**src/rtl/msq_pkg.sv**
```systemverilog
package msq_pkg;
    localparam int N_UNITS = 4;
    localparam int ANG_W   = 16;
    localparam int IDX_W   = $clog2(N_UNITS);
    localparam int LVL_W   = $clog2(N_UNITS + 1) + 1;
    localparam int BRG_N   = 4;

    localparam logic [ANG_W-1:0] QUARTER = {2'b01, {(ANG_W-2){1'b0}}};
    localparam logic [ANG_W-1:0] HALF_M1 = {1'b0, {(ANG_W-1){1'b1}}};

    localparam logic [BRG_N-1:0] BRG_POS = 4'b0101;
    localparam logic [BRG_N-1:0] BRG_NEG = 4'b1010;

    typedef logic [ANG_W-1:0]        ang_t;
    typedef ang_t [N_UNITS-1:0]      ang_set_t;
    typedef logic signed [LVL_W-1:0] lvl_t;

    typedef struct packed {
        logic [N_UNITS-1:0] lvl_sw;
        logic [BRG_N-1:0]   brg;
    } gate_t;

    localparam ang_set_t DEFAULT_ANGLES = {16'd10994, 16'd6992, 16'd3710, 16'd1791};

    function automatic logic set_ok(ang_set_t s);
        logic ok;
        ok = 1'b1;
        for (int k = 0; k < N_UNITS; k++) begin
            if (s[k] >= QUARTER) ok = 1'b0;
        end
        for (int k = 1; k < N_UNITS; k++) begin
            if (s[k] <= s[k-1]) ok = 1'b0;
        end
        return ok;
    endfunction

    function automatic gate_t decode(lvl_t lv, logic neg_pair, logic off);
        gate_t g;
        lvl_t  mag;
        g   = '0;
        mag = lv[LVL_W-1] ? -lv : lv;
        if (!off) begin
            for (int k = 1; k <= N_UNITS; k++) begin
                if (mag == lvl_t'(k)) g.lvl_sw[k-1] = 1'b1;
            end
            if (lv[LVL_W-1])   g.brg = BRG_NEG;
            else if (lv != '0) g.brg = BRG_POS;
            else               g.brg = neg_pair ? BRG_NEG : BRG_POS;
        end
        return g;
    endfunction
endpackage

```
**src/rtl/msq_phase.sv**
```systemverilog
module msq_phase #(
    parameter int PH_W = 32
) (
    input  logic            clk,
    input  logic            rst,
    input  logic            en,
    input  logic [PH_W-1:0] step,
    output logic [PH_W-1:0] phase_q,
    output logic            wrap
);
    logic [PH_W:0] sum;

    assign sum  = {1'b0, phase_q} + {1'b0, step};
    assign wrap = en & sum[PH_W];

    always_ff @(posedge clk) begin
        if (rst)       phase_q <= '0;
        else if (!en)  phase_q <= '0;
        else           phase_q <= sum[PH_W-1:0];
    end
endmodule

```
**src/rtl/msq_angles.sv**
```systemverilog
module msq_angles import msq_pkg::*; (
    input  logic             clk,
    input  logic             rst,
    input  logic             wr_en,
    input  logic [IDX_W-1:0] wr_idx,
    input  ang_t             wr_data,
    input  logic             commit,
    output ang_set_t         act_q,
    output logic             err_q
);
    ang_set_t shadow_q;
    logic     pend_q;
    logic     take;

    assign take = commit & pend_q;

    always_ff @(posedge clk) begin
        if (rst) begin
            shadow_q <= DEFAULT_ANGLES;
            act_q    <= DEFAULT_ANGLES;
            pend_q   <= 1'b0;
            err_q    <= 1'b0;
        end else begin
            if (take) begin
                if (set_ok(shadow_q)) begin
                    act_q <= shadow_q;
                    err_q <= 1'b0;
                end else begin
                    err_q <= 1'b1;
                end
            end
            if (wr_en) shadow_q[wr_idx] <= wr_data;
            pend_q <= (pend_q & ~commit) | wr_en;
        end
    end
endmodule

```
**src/rtl/msq_slicer.sv**
```systemverilog
module msq_slicer import msq_pkg::*; (
    input  logic     en,
    input  ang_t     pos,
    input  ang_set_t act,
    output lvl_t     tgt
);
    ang_t               half_pos;
    ang_t               folded;
    logic [N_UNITS-1:0] hit;
    logic [LVL_W-1:0]   cnt;

    assign half_pos = {1'b0, pos[ANG_W-2:0]};
    assign folded   = (half_pos < QUARTER) ? half_pos : (HALF_M1 - half_pos);

    for (genvar k = 0; k < N_UNITS; k++) begin : g_cmp
        assign hit[k] = (folded >= act[k]);
    end

    always_comb begin
        cnt = '0;
        for (int k = 0; k < N_UNITS; k++) begin
            cnt = cnt + LVL_W'(hit[k]);
        end
        if (!en)                tgt = '0;
        else if (pos[ANG_W-1])  tgt = -$signed(cnt);
        else                    tgt = $signed(cnt);
    end
endmodule

```
**src/rtl/msq_gate_fsm.sv**
```systemverilog
module msq_gate_fsm import msq_pkg::*; #(
    parameter int DT_W = 8
) (
    input  logic            clk,
    input  logic            rst,
    input  lvl_t            tgt,
    input  logic [DT_W-1:0] dead,
    output lvl_t            cur_q,
    output gate_t           gates
);
    logic            in_dt_q;
    logic [DT_W-1:0] cnt_q;
    logic            neg_q;

    always_ff @(posedge clk) begin
        if (rst) begin
            cur_q   <= '0;
            in_dt_q <= 1'b0;
            cnt_q   <= '0;
            neg_q   <= 1'b0;
        end else if (in_dt_q) begin
            if (cnt_q == '0) begin
                in_dt_q <= 1'b0;
                cur_q   <= tgt;
                if (tgt != '0) neg_q <= tgt[LVL_W-1];
            end else begin
                cnt_q <= cnt_q - 1'b1;
            end
        end else if (tgt != cur_q) begin
            if (dead == '0) begin
                cur_q <= tgt;
                if (tgt != '0) neg_q <= tgt[LVL_W-1];
            end else begin
                in_dt_q <= 1'b1;
                cnt_q   <= dead - 1'b1;
            end
        end
    end

    assign gates = decode(cur_q, neg_q, in_dt_q);
endmodule

```
**src/rtl/msq_gate_seq.sv**
```systemverilog
module msq_gate_seq import msq_pkg::*; #(
    parameter int PH_W = 32,
    parameter int DT_W = 8
) (
    input  logic                    clk,
    input  logic                    rst,
    input  logic                    en_i,
    input  logic [PH_W-1:0]         step_i,
    input  logic                    wr_en_i,
    input  logic [IDX_W-1:0]        wr_idx_i,
    input  logic [ANG_W-1:0]        wr_data_i,
    input  logic [DT_W-1:0]         dead_i,
    output logic [N_UNITS-1:0]      lvl_sw_o,
    output logic [BRG_N-1:0]        brg_o,
    output logic signed [LVL_W-1:0] lvl_o,
    output logic                    ang_err_o
);
    logic [PH_W-1:0] phase;
    logic            wrap;
    ang_set_t        act;
    lvl_t            tgt;
    lvl_t            cur;
    gate_t           gates;

    msq_phase #(.PH_W(PH_W)) u_phase (
        .clk     (clk),
        .rst     (rst),
        .en      (en_i),
        .step    (step_i),
        .phase_q (phase),
        .wrap    (wrap)
    );

    msq_angles u_angles (
        .clk     (clk),
        .rst     (rst),
        .wr_en   (wr_en_i),
        .wr_idx  (wr_idx_i),
        .wr_data (wr_data_i),
        .commit  (wrap | ~en_i),
        .act_q   (act),
        .err_q   (ang_err_o)
    );

    msq_slicer u_slicer (
        .en  (en_i),
        .pos (phase[PH_W-1 -: ANG_W]),
        .act (act),
        .tgt (tgt)
    );

    msq_gate_fsm #(.DT_W(DT_W)) u_fsm (
        .clk   (clk),
        .rst   (rst),
        .tgt   (tgt),
        .dead  (dead_i),
        .cur_q (cur),
        .gates (gates)
    );

    assign lvl_o    = cur;
    assign lvl_sw_o = gates.lvl_sw;
    assign brg_o    = gates.brg;
endmodule

```
**config.mk**
```make
export PLATFORM = sky130hd
export DESIGN_NAME = msq_gate_seq
export DESIGN_NICKNAME = d
export VERILOG_FILES = /design/src/rtl/msq_pkg.sv /design/src/rtl/msq_phase.sv /design/src/rtl/msq_angles.sv /design/src/rtl/msq_slicer.sv /design/src/rtl/msq_gate_fsm.sv /design/src/rtl/msq_gate_seq.sv
export SDC_FILE = /design/constraint.sdc
export NUM_CORES = 1
export LEC_CHECK = 0
export BUFFER_PORTS_ARGS = -buffer_cell sky130_fd_sc_hd__clkbuf_2
export CORE_AREA = 2 2 161 163
export DETAILED_ROUTE_END_ITERATION = 6
export DIE_AREA = 0 0 163 165
export PLACE_DENSITY = 0.71
export SYNTH_ARGS = -nofsm -noshare
export SYNTH_HDL_FRONTEND = slang
export SYNTH_SLANG_ARGS = --single-unit
```
**constraint.sdc**
```tcl
create_clock -name clk -period 7.3 [get_ports clk]
set_input_delay 0.365 -clock clk [delete_from_list [all_inputs] [get_ports clk]]
set_output_delay 0.365 -clock clk [all_outputs]
set_load 0.02 [all_outputs]
```
======== Yosys cells after proc, flatten, opt, wreduce, memory -nomap -nowiden ========
Index checks and enable logic that the tools add are counted.
word-level totals
  register bits ........................... 176
  bits in latches ......................... 0
  RAM bits ................................ 0
  ROM bits ................................ 0
  bits of input ports ..................... 62
  output and inout bits ................... 13
  word-level logic and storage cells ...... 106
  memories kept ........................... 0
operators by class
  add/sub/neg operators ................... 9
  multiply operators ...................... 0
  div/mod/pow operators ................... 0
  order comparisons ....................... 14
  equality and inequality tests ........... 8
  shifts and indexed selects .............. 0
  mux-type cells .......................... 42
  bitwise operators ....................... 7
  reduce and logical (&&, ||, !) cells .... 11
operators with widths
  kind                                                                     count
  64-bit bitwise mux                                                       1
  16-bit by 15-bit >= comparator with 1-bit output, second input constant  4
  16-bit >= comparator                                                     4
  16-bit less-or-equal comparator                                          3
  4-bit two-way mux                                                        10
  8-bit two-way mux                                                        5
  32-bit by 32-bit adder with 33-bit output                                1
  16-bit demux with 2-bit select                                           1
  16-bit two-way mux                                                       2
  1-bit two-way mux                                                        23
  8-bit logical NOT                                                        2
  15-bit by 15-bit subtractor with 16-bit output, first input constant     1
  8-bit by 1-bit subtractor with 8-bit output, second input constant       2
  15-bit less-than comparator, second input constant                       1
  4-bit by 1-bit adder with 4-bit output                                   2
  4-bit by 3-bit equality test with 1-bit output, second input constant    2
  4-bit negator                                                            2
  4-bit nonzero test                                                       2
  3-bit AND reduction                                                      2
  4-bit by 2-bit equality test with 1-bit output, second input constant    1
  4-bit equality test, second input constant                               1
  2-bit != test, second input constant                                     2
  4-bit != test                                                            1
  2-bit nonzero test                                                       2
  other kinds (10)                                                         14

======== Logic depth before layout (Yosys ltp) ========
  depth in word-level cells ............... 14
  mapped depth ............................ 27
  mapped depth without buffers ............ 24

======== Hierarchy ========
Synthesis repeated with hierarchy kept, for this count alone.
unflattened totals
  cells, all modules ...................... 1390
  area total of the unflattened synthesis .. 11428.5 µm²
modules (own cells, without submodules)
  module        instances  cells an instance  area each (µm²)  seq. area each (µm²)
  msq_angles    1          727                6134.6           2602.5
  msq_phase     1          310                2534.9           640.6
  msq_slicer    1          219                1666.6           0.0
  msq_gate_fsm  1          133                1086.0           280.3
  msq_gate_seq  1          1                  6.3              0.0

======== Least setup slack after synthesis ========
Ideal clock, no wire load.
  kind .................................... reg-to-reg
  from .................................... register u_phase.phase_q[30]
  to ...................................... register u_fsm.cnt_q[6]
  arrival ................................. 5.455 ns
  data required time ...................... 7.172 ns
  slack ................................... 1.717 ns
  cell stages (with the launch flop) ...... 28
  buffers on the path ..................... 3
  period minus slack after synthesis ...... 5.583 ns
  path through ............................ dfxtp_1 > clkbuf_1 > clkbuf_1 > xnor2_1 > ha_1 > nand2b_1 > a21o_1 > a21o_1 > a21o_1 > a21o_1 > a211oi_1 > o2111a_1 > nor3_1 > ha_1 > inv_1 > fa_1 > ha_1 > inv_1 > ha_1 > nand2b_1 > xnor2_1 > and2_1 > xnor2_1 > a31oi_1 > clkbuf_1 > nand2_1 > a22oi_1 > nor2_1
between the ends
  cells in the longest elaborated chain, start to end .. 12
RTL lines
  what                                                                                           RTL line            text
  from (decl)                                                                                    msq_phase.sv:8      output logic [PH_W-1:0] phase_q,
  from (signal assigned)                                                                         msq_phase.sv:19     else phase_q <= sum[PH_W-1:0];
  15-bit by 15-bit subtractor with 16-bit output or 15-bit less-than comparator (tied branches)  msq_slicer.sv:13    assign folded = (half_pos < QUARTER) ? half_pos : (HALF_M1 - half_pos);
  16-bit two-way mux *                                                                           msq_slicer.sv:13
  16-bit >= comparator                                                                           msq_slicer.sv:16    assign hit[k] = (folded >= act[k]);
  1-bit by 1-bit adder with 2-bit output                                                         msq_slicer.sv:22    cnt = cnt + LVL_W'(hit[k]);
  4-bit by 1-bit adder with 4-bit output                                                         msq_slicer.sv:22
  4-bit by 1-bit adder with 4-bit output *                                                       msq_slicer.sv:22
  4-bit negator                                                                                  msq_slicer.sv:25    else if (pos[ANG_W-1]) tgt = -$signed(cnt);
  4-bit two-way mux *                                                                            msq_slicer.sv:25
  4-bit two-way mux *                                                                            msq_slicer.sv:24    if (!en) tgt = '0;
  4-bit != test *                                                                                msq_gate_fsm.sv:29  end else if (tgt != cur_q) begin
  2-bit nonzero test (no source line) *                                                          -
  3-bit AND reduction (no source line) *                                                         -
  to (signal assigned)                                                                           msq_gate_fsm.sv:27  cnt_q <= cnt_q - 1'b1;
  to (signal assigned)                                                                           msq_gate_fsm.sv:35  cnt_q <= dead - 1'b1;
  to (decl)                                                                                      msq_gate_fsm.sv:12  logic [DT_W-1:0] cnt_q;
Mark *: on every way between the ends. The rest lies on a longest branch, timed or not.
A chain may end at the register's enable or synchronous reset.

======== Worst setup path in the final report ========
  from .................................... register u_phase.phase_q[30]
  to ...................................... register u_fsm.cnt_q[3]
Same word-level chain as after synthesis.

==> metrics.txt <==
largest delay contributor family on the critical path compound AO/OA/AOI/OAI gates; maximum clock insertion buffer count 2; GR Overflow Total 0; fraction of layout instances using a drive strength above 1 around 15%; wire length of the first global-routing pass between 40,000 and 50,000 um; number of buffers inserted by hold repair at cts 0; remaining routing DRC violations 0; GRT busiest layer met2; remaining max-slew budget at the tightest pin a little over a third; FP Rows 58; category of the worst setup path capture point flip-flop; met1 layer usage reported by global route between 20% and 30%; count of input and output buffers 74; iteration count of the initial detailed-routing pass 5; worst setup path start u_phase.phase_q[30]$_SDFF_PP0_; dominant synthesized flop cell sky130_fd_sc_hd__dfxtp_1; type of the tightest min-delay check in -> reg; clock period minus final worst setup slack between 5 and 6 ns; gp weighted congestion ~0.9; clock tree root buffer cell sky130_fd_sc_hd__clkbuf_16; Critical-path top delay cell sky130_fd_sc_hd__a311oi_1; Num Clock Sinks ~180; endpoint of the most critical register-to-register path u_fsm.cnt_q[3]$_SDFFE_PP0P_; fraction of power consumed by sequential logic 39.8%; synthesized area per cell between 8 and 9 um^2; pwr/cell area roughly 220 nW/um^2; final std cell area, no fill between 10,000 and 15,000 um^2; flip-flop and latch count after synthesis roughly 180; worst hold path startpoint wr_data_i[15]; overall power of the completed layout between 2 and 3 mW; pin count of the biggest net entering global routing 70; total leakage power between 5 and 6 nW; data arrival at the endpoint of the critical path 6.07 ns; stages on the worst setup path 25; htree depth 4; number of nets still failing antenna checks after routing 0; transition at the pin with the smallest max-transition slack approximately 0.95 ns; met3 Usage GRT under 10%; fraction of power consumed by combinational cells 26.6%; kind of launch point of the worst setup path flip-flop; crit path kind reg -> reg; number of nets in the layout approximately 1,600; via-per-instance ratio approximately 5.5; number of global-route vias before repair 8,969; net switching share of the total power around a third; routed wire length per instance 15.7 um; number of enable-type register cells in the synthesized netlist 0; cell taking the most area after synthesis sky130_fd_sc_hd__dfxtp_1; Async S/R FF share, synth 0%; maximum cell stage delay along the critical path 0.54 ns; overall fraction of global-route tracks in use slightly above 20%; number of gates given a new drive strength after cts 0; Starting DRT DRC Count roughly 580; Die Outline Area between 20,000 and 30,000 um^2; DIE WIDTH 163 um; synth top area cells sky130_fd_sc_hd__dfxtp_1, sky130_fd_sc_hd__ha_1, sky130_fd_sc_hd__a21oi_1; number of distinct library cells after synthesis 70; endpoint required time on the critical path between 7 and 8 ns; maximum VDD drop ~150 uV; MaxCap Viol Count 0; clock power share 33.5%; FF-to-FF Start u_phase.phase_q[30]$_SDFF_PP0_; DP Wirelength roughly 20,000 um; result of the run completed; syn_nets 1,531; clock tree from TritonCTS yes; capture point of the critical path u_fsm.cnt_q[3]$_SDFFE_PP0P_; count of antenna diodes in the layout 0; final count of pins violating max slew 0; total setup buffers inserted after CTS 0; synth-to-layout area growth 10.1%; Net Sw Power roughly 0.93 mW; part of the Yosys area used for sequential elements a little under a third; worst-case clock skew around 0.013 ns; total CTS buffers 17; maximum frequency from static timing analysis 0.175 GHz; Total Wirelength 26,800 um; number of vias in the routed layout approximately 9,400; clock-pin slew reported for the worst setup and hold paths after clock tree synthesis ~0.070 ns; Synth Instances about 1,300; effective utilization at floorplan between 40 and 50%; total negative setup slack 0 ns; Die Height around 170 um; met2 usage around 33%; worst path buffer plus inverter count 3; post-synth top area share a little under a third; R2R depth 25; number of failing hold endpoints at the final stage 0; internal reg-to-reg setup slack about 1.6 ns; placeable core region about 25,000 um^2; post-placement cell area 11,800 um^2; I/O pin count 75; post-synthesis cell area 11,200 um^2; warning count from the yosys run 0; internal power contribution approximately 1.8 mW; Tcrit/Tclk final about four fifths; Final setup violation count 0; maximum fanout along the worst path 15; RSZ-0062 raised after global routing no; clock latency of the later-clocked register in the worst-skew pair about 0.44 ns; antenna violations before repair 0
## synth_stat cells (3+ instances only)
master                       n
sky130_fd_sc_hd__or2_2       4
sky130_fd_sc_hd__a21oi_1   109
sky130_fd_sc_hd__buf_6      10
sky130_fd_sc_hd__nor3b_2     8
sky130_fd_sc_hd__o21ai_1    22
sky130_fd_sc_hd__dfxtp_1   176
sky130_fd_sc_hd__nand3_1    52
sky130_fd_sc_hd__and3_1      8
sky130_fd_sc_hd__xor2_1     22
sky130_fd_sc_hd__inv_1     126
sky130_fd_sc_hd__nor3b_1     6
sky130_fd_sc_hd__mux2i_1    17
sky130_fd_sc_hd__xnor2_1    15
sky130_fd_sc_hd__nand2b_1   15
sky130_fd_sc_hd__nor2b_1    16
sky130_fd_sc_hd__a211oi_1   13
sky130_fd_sc_hd__a211o_1     3
sky130_fd_sc_hd__nand2_1   133
sky130_fd_sc_hd__a31oi_1     5
sky130_fd_sc_hd__and2_1      6
sky130_fd_sc_hd__nand3_2    29
sky130_fd_sc_hd__o21bai_1    6
sky130_fd_sc_hd__and4_1      3
sky130_fd_sc_hd__a21boi_0    3
sky130_fd_sc_hd__ha_1      144
sky130_fd_sc_hd__or3_1       4
sky130_fd_sc_hd__nand4_1    10
sky130_fd_sc_hd__o21ai_0    42
sky130_fd_sc_hd__nor4_1      6
sky130_fd_sc_hd__clkbuf_1   37
sky130_fd_sc_hd__a21o_1     46
sky130_fd_sc_hd__o211ai_2   31
sky130_fd_sc_hd__a22oi_1     3
sky130_fd_sc_hd__a32oi_1     4
sky130_fd_sc_hd__o211ai_1   31
sky130_fd_sc_hd__o21a_1      9
sky130_fd_sc_hd__nor2_1     71
sky130_fd_sc_hd__nor3_1     26
sky130_fd_sc_hd__buf_2       6
sky130_fd_sc_hd__o31ai_1     4
sky130_fd_sc_hd__buf_1       3
sky130_fd_sc_hd__buf_4       3
## tightest hold or removal path, stage by stage
cell and delay (ns):
sky130_fd_sc_hd__clkbuf_2 0.12, sky130_fd_sc_hd__nand2_1 0.06, sky130_fd_sc_hd__a21oi_1 0.05
## metal layers
| metal | vias to the layer above | wire (um) | part of all wire (%) |
|---|---|---|---|
| li1 | 4752 | - | - |
| met1 | 4406 | 13400 | 50 |
| met2 | 218 | 11900 | 44 |
| met3 | 22 | 1250 | 4.6 |
| met4 | 0 | 324 | 1.2 |
| met5 | - | 0 | 0 |
## power by group through the flow
stage               Sequential, mW  Clock, mW  Combinational, mW
floorplan                     1.08          0              0.584
global placement              1.11          0              0.700
detailed placement            1.11          0              0.721
CTS                           1.09      0.931              0.728
global route                  1.10      0.968              0.823
finish                        1.09      0.918              0.728
## cells by family (layout without fill, tap and decap cells)
kind of cell / count (synthesis) / after routing / synth area share (%)
adder cells (fa/ha/maj): 146 / 146 / 16.4
multiplexers: 18 / 18 / 1.62
XOR/XNOR: 37 / 37 / 2.89
flip-flops: 176 / 176 / 31.4
AO/OA/AOI/OAI: 354 / 354 / 21.8
buffers and inverters: 186 / 244 / 7.05
AND/OR/NAND/NOR: 406 / 406 / 18.9
## state kept, by name, indices dropped and copies added, names as in the netlist
name and cells:
u_angles.act_q 64, u_phase.phase_q 32, u_fsm.cur_q 4, u_angles.err_q 1, u_angles.shadow_q 64, u_fsm.neg_q 1
u_fsm.cnt_q 8, u_angles.pend_q 1, u_fsm.in_dt_q 1
## cell usage in the layout, fill, tap and decap left out, types with 42 or more instances in the layout
| cell | instances |
|---|---|
| sky130_fd_sc_hd__a21o_1 | 46 |
| sky130_fd_sc_hd__nand3_1 | 52 |
| sky130_fd_sc_hd__clkbuf_2 | 74 |
| sky130_fd_sc_hd__inv_1 | 126 |
| sky130_fd_sc_hd__o21ai_0 | 42 |
| sky130_fd_sc_hd__nand2_1 | 133 |
| sky130_fd_sc_hd__dfxtp_1 | 176 |
| sky130_fd_sc_hd__a21oi_1 | 109 |
| sky130_fd_sc_hd__nor2_1 | 71 |
| sky130_fd_sc_hd__ha_1 | 144 |
## how the worst min path moves through the flow
stage                                                    end  slack, ns  cells past startpoint
after CTS                 u_angles.shadow_q[39]$_SDFFE_PP0P_       0.18                      3
after floorplan           u_angles.shadow_q[63]$_SDFFE_PP0P_       0.45                      2
after detailed placement  u_angles.shadow_q[63]$_SDFFE_PP0P_       0.47                      2
final                     u_angles.shadow_q[31]$_SDFFE_PP0P_       0.19                      3
after global placement        u_angles.act_q[8]$_SDFFE_PP0P_       0.46                      2
after global routing      u_angles.shadow_q[30]$_SDFFE_PP0P_       0.20                      3
## through the flow
step	setup slack, ns	hold slack [ns]	instances	util (%)
final	1.59	0.193	1711	49.4
after floorplan	1.72	0.447	1323	-
after global routing	1.16	0.195	1711	49.4
after detailed placement	1.62	0.471	1679	47.1
after global placement	1.73	0.460	1679	47.1
after CTS	1.57	0.183	1711	49.4
## layout make-up
class | instances | area, um^2
clock inverters | 14 | 148
flip-flops and latches | 176 | 3520
repair buffers | 85 | 453
inverters | 127 | 477
multi-input cells | 961 | 6920
well taps | 330 | 413
clock buffers | 18 | 429
fillers | 2415 | 12700
(Power assumes the default switching activity.)
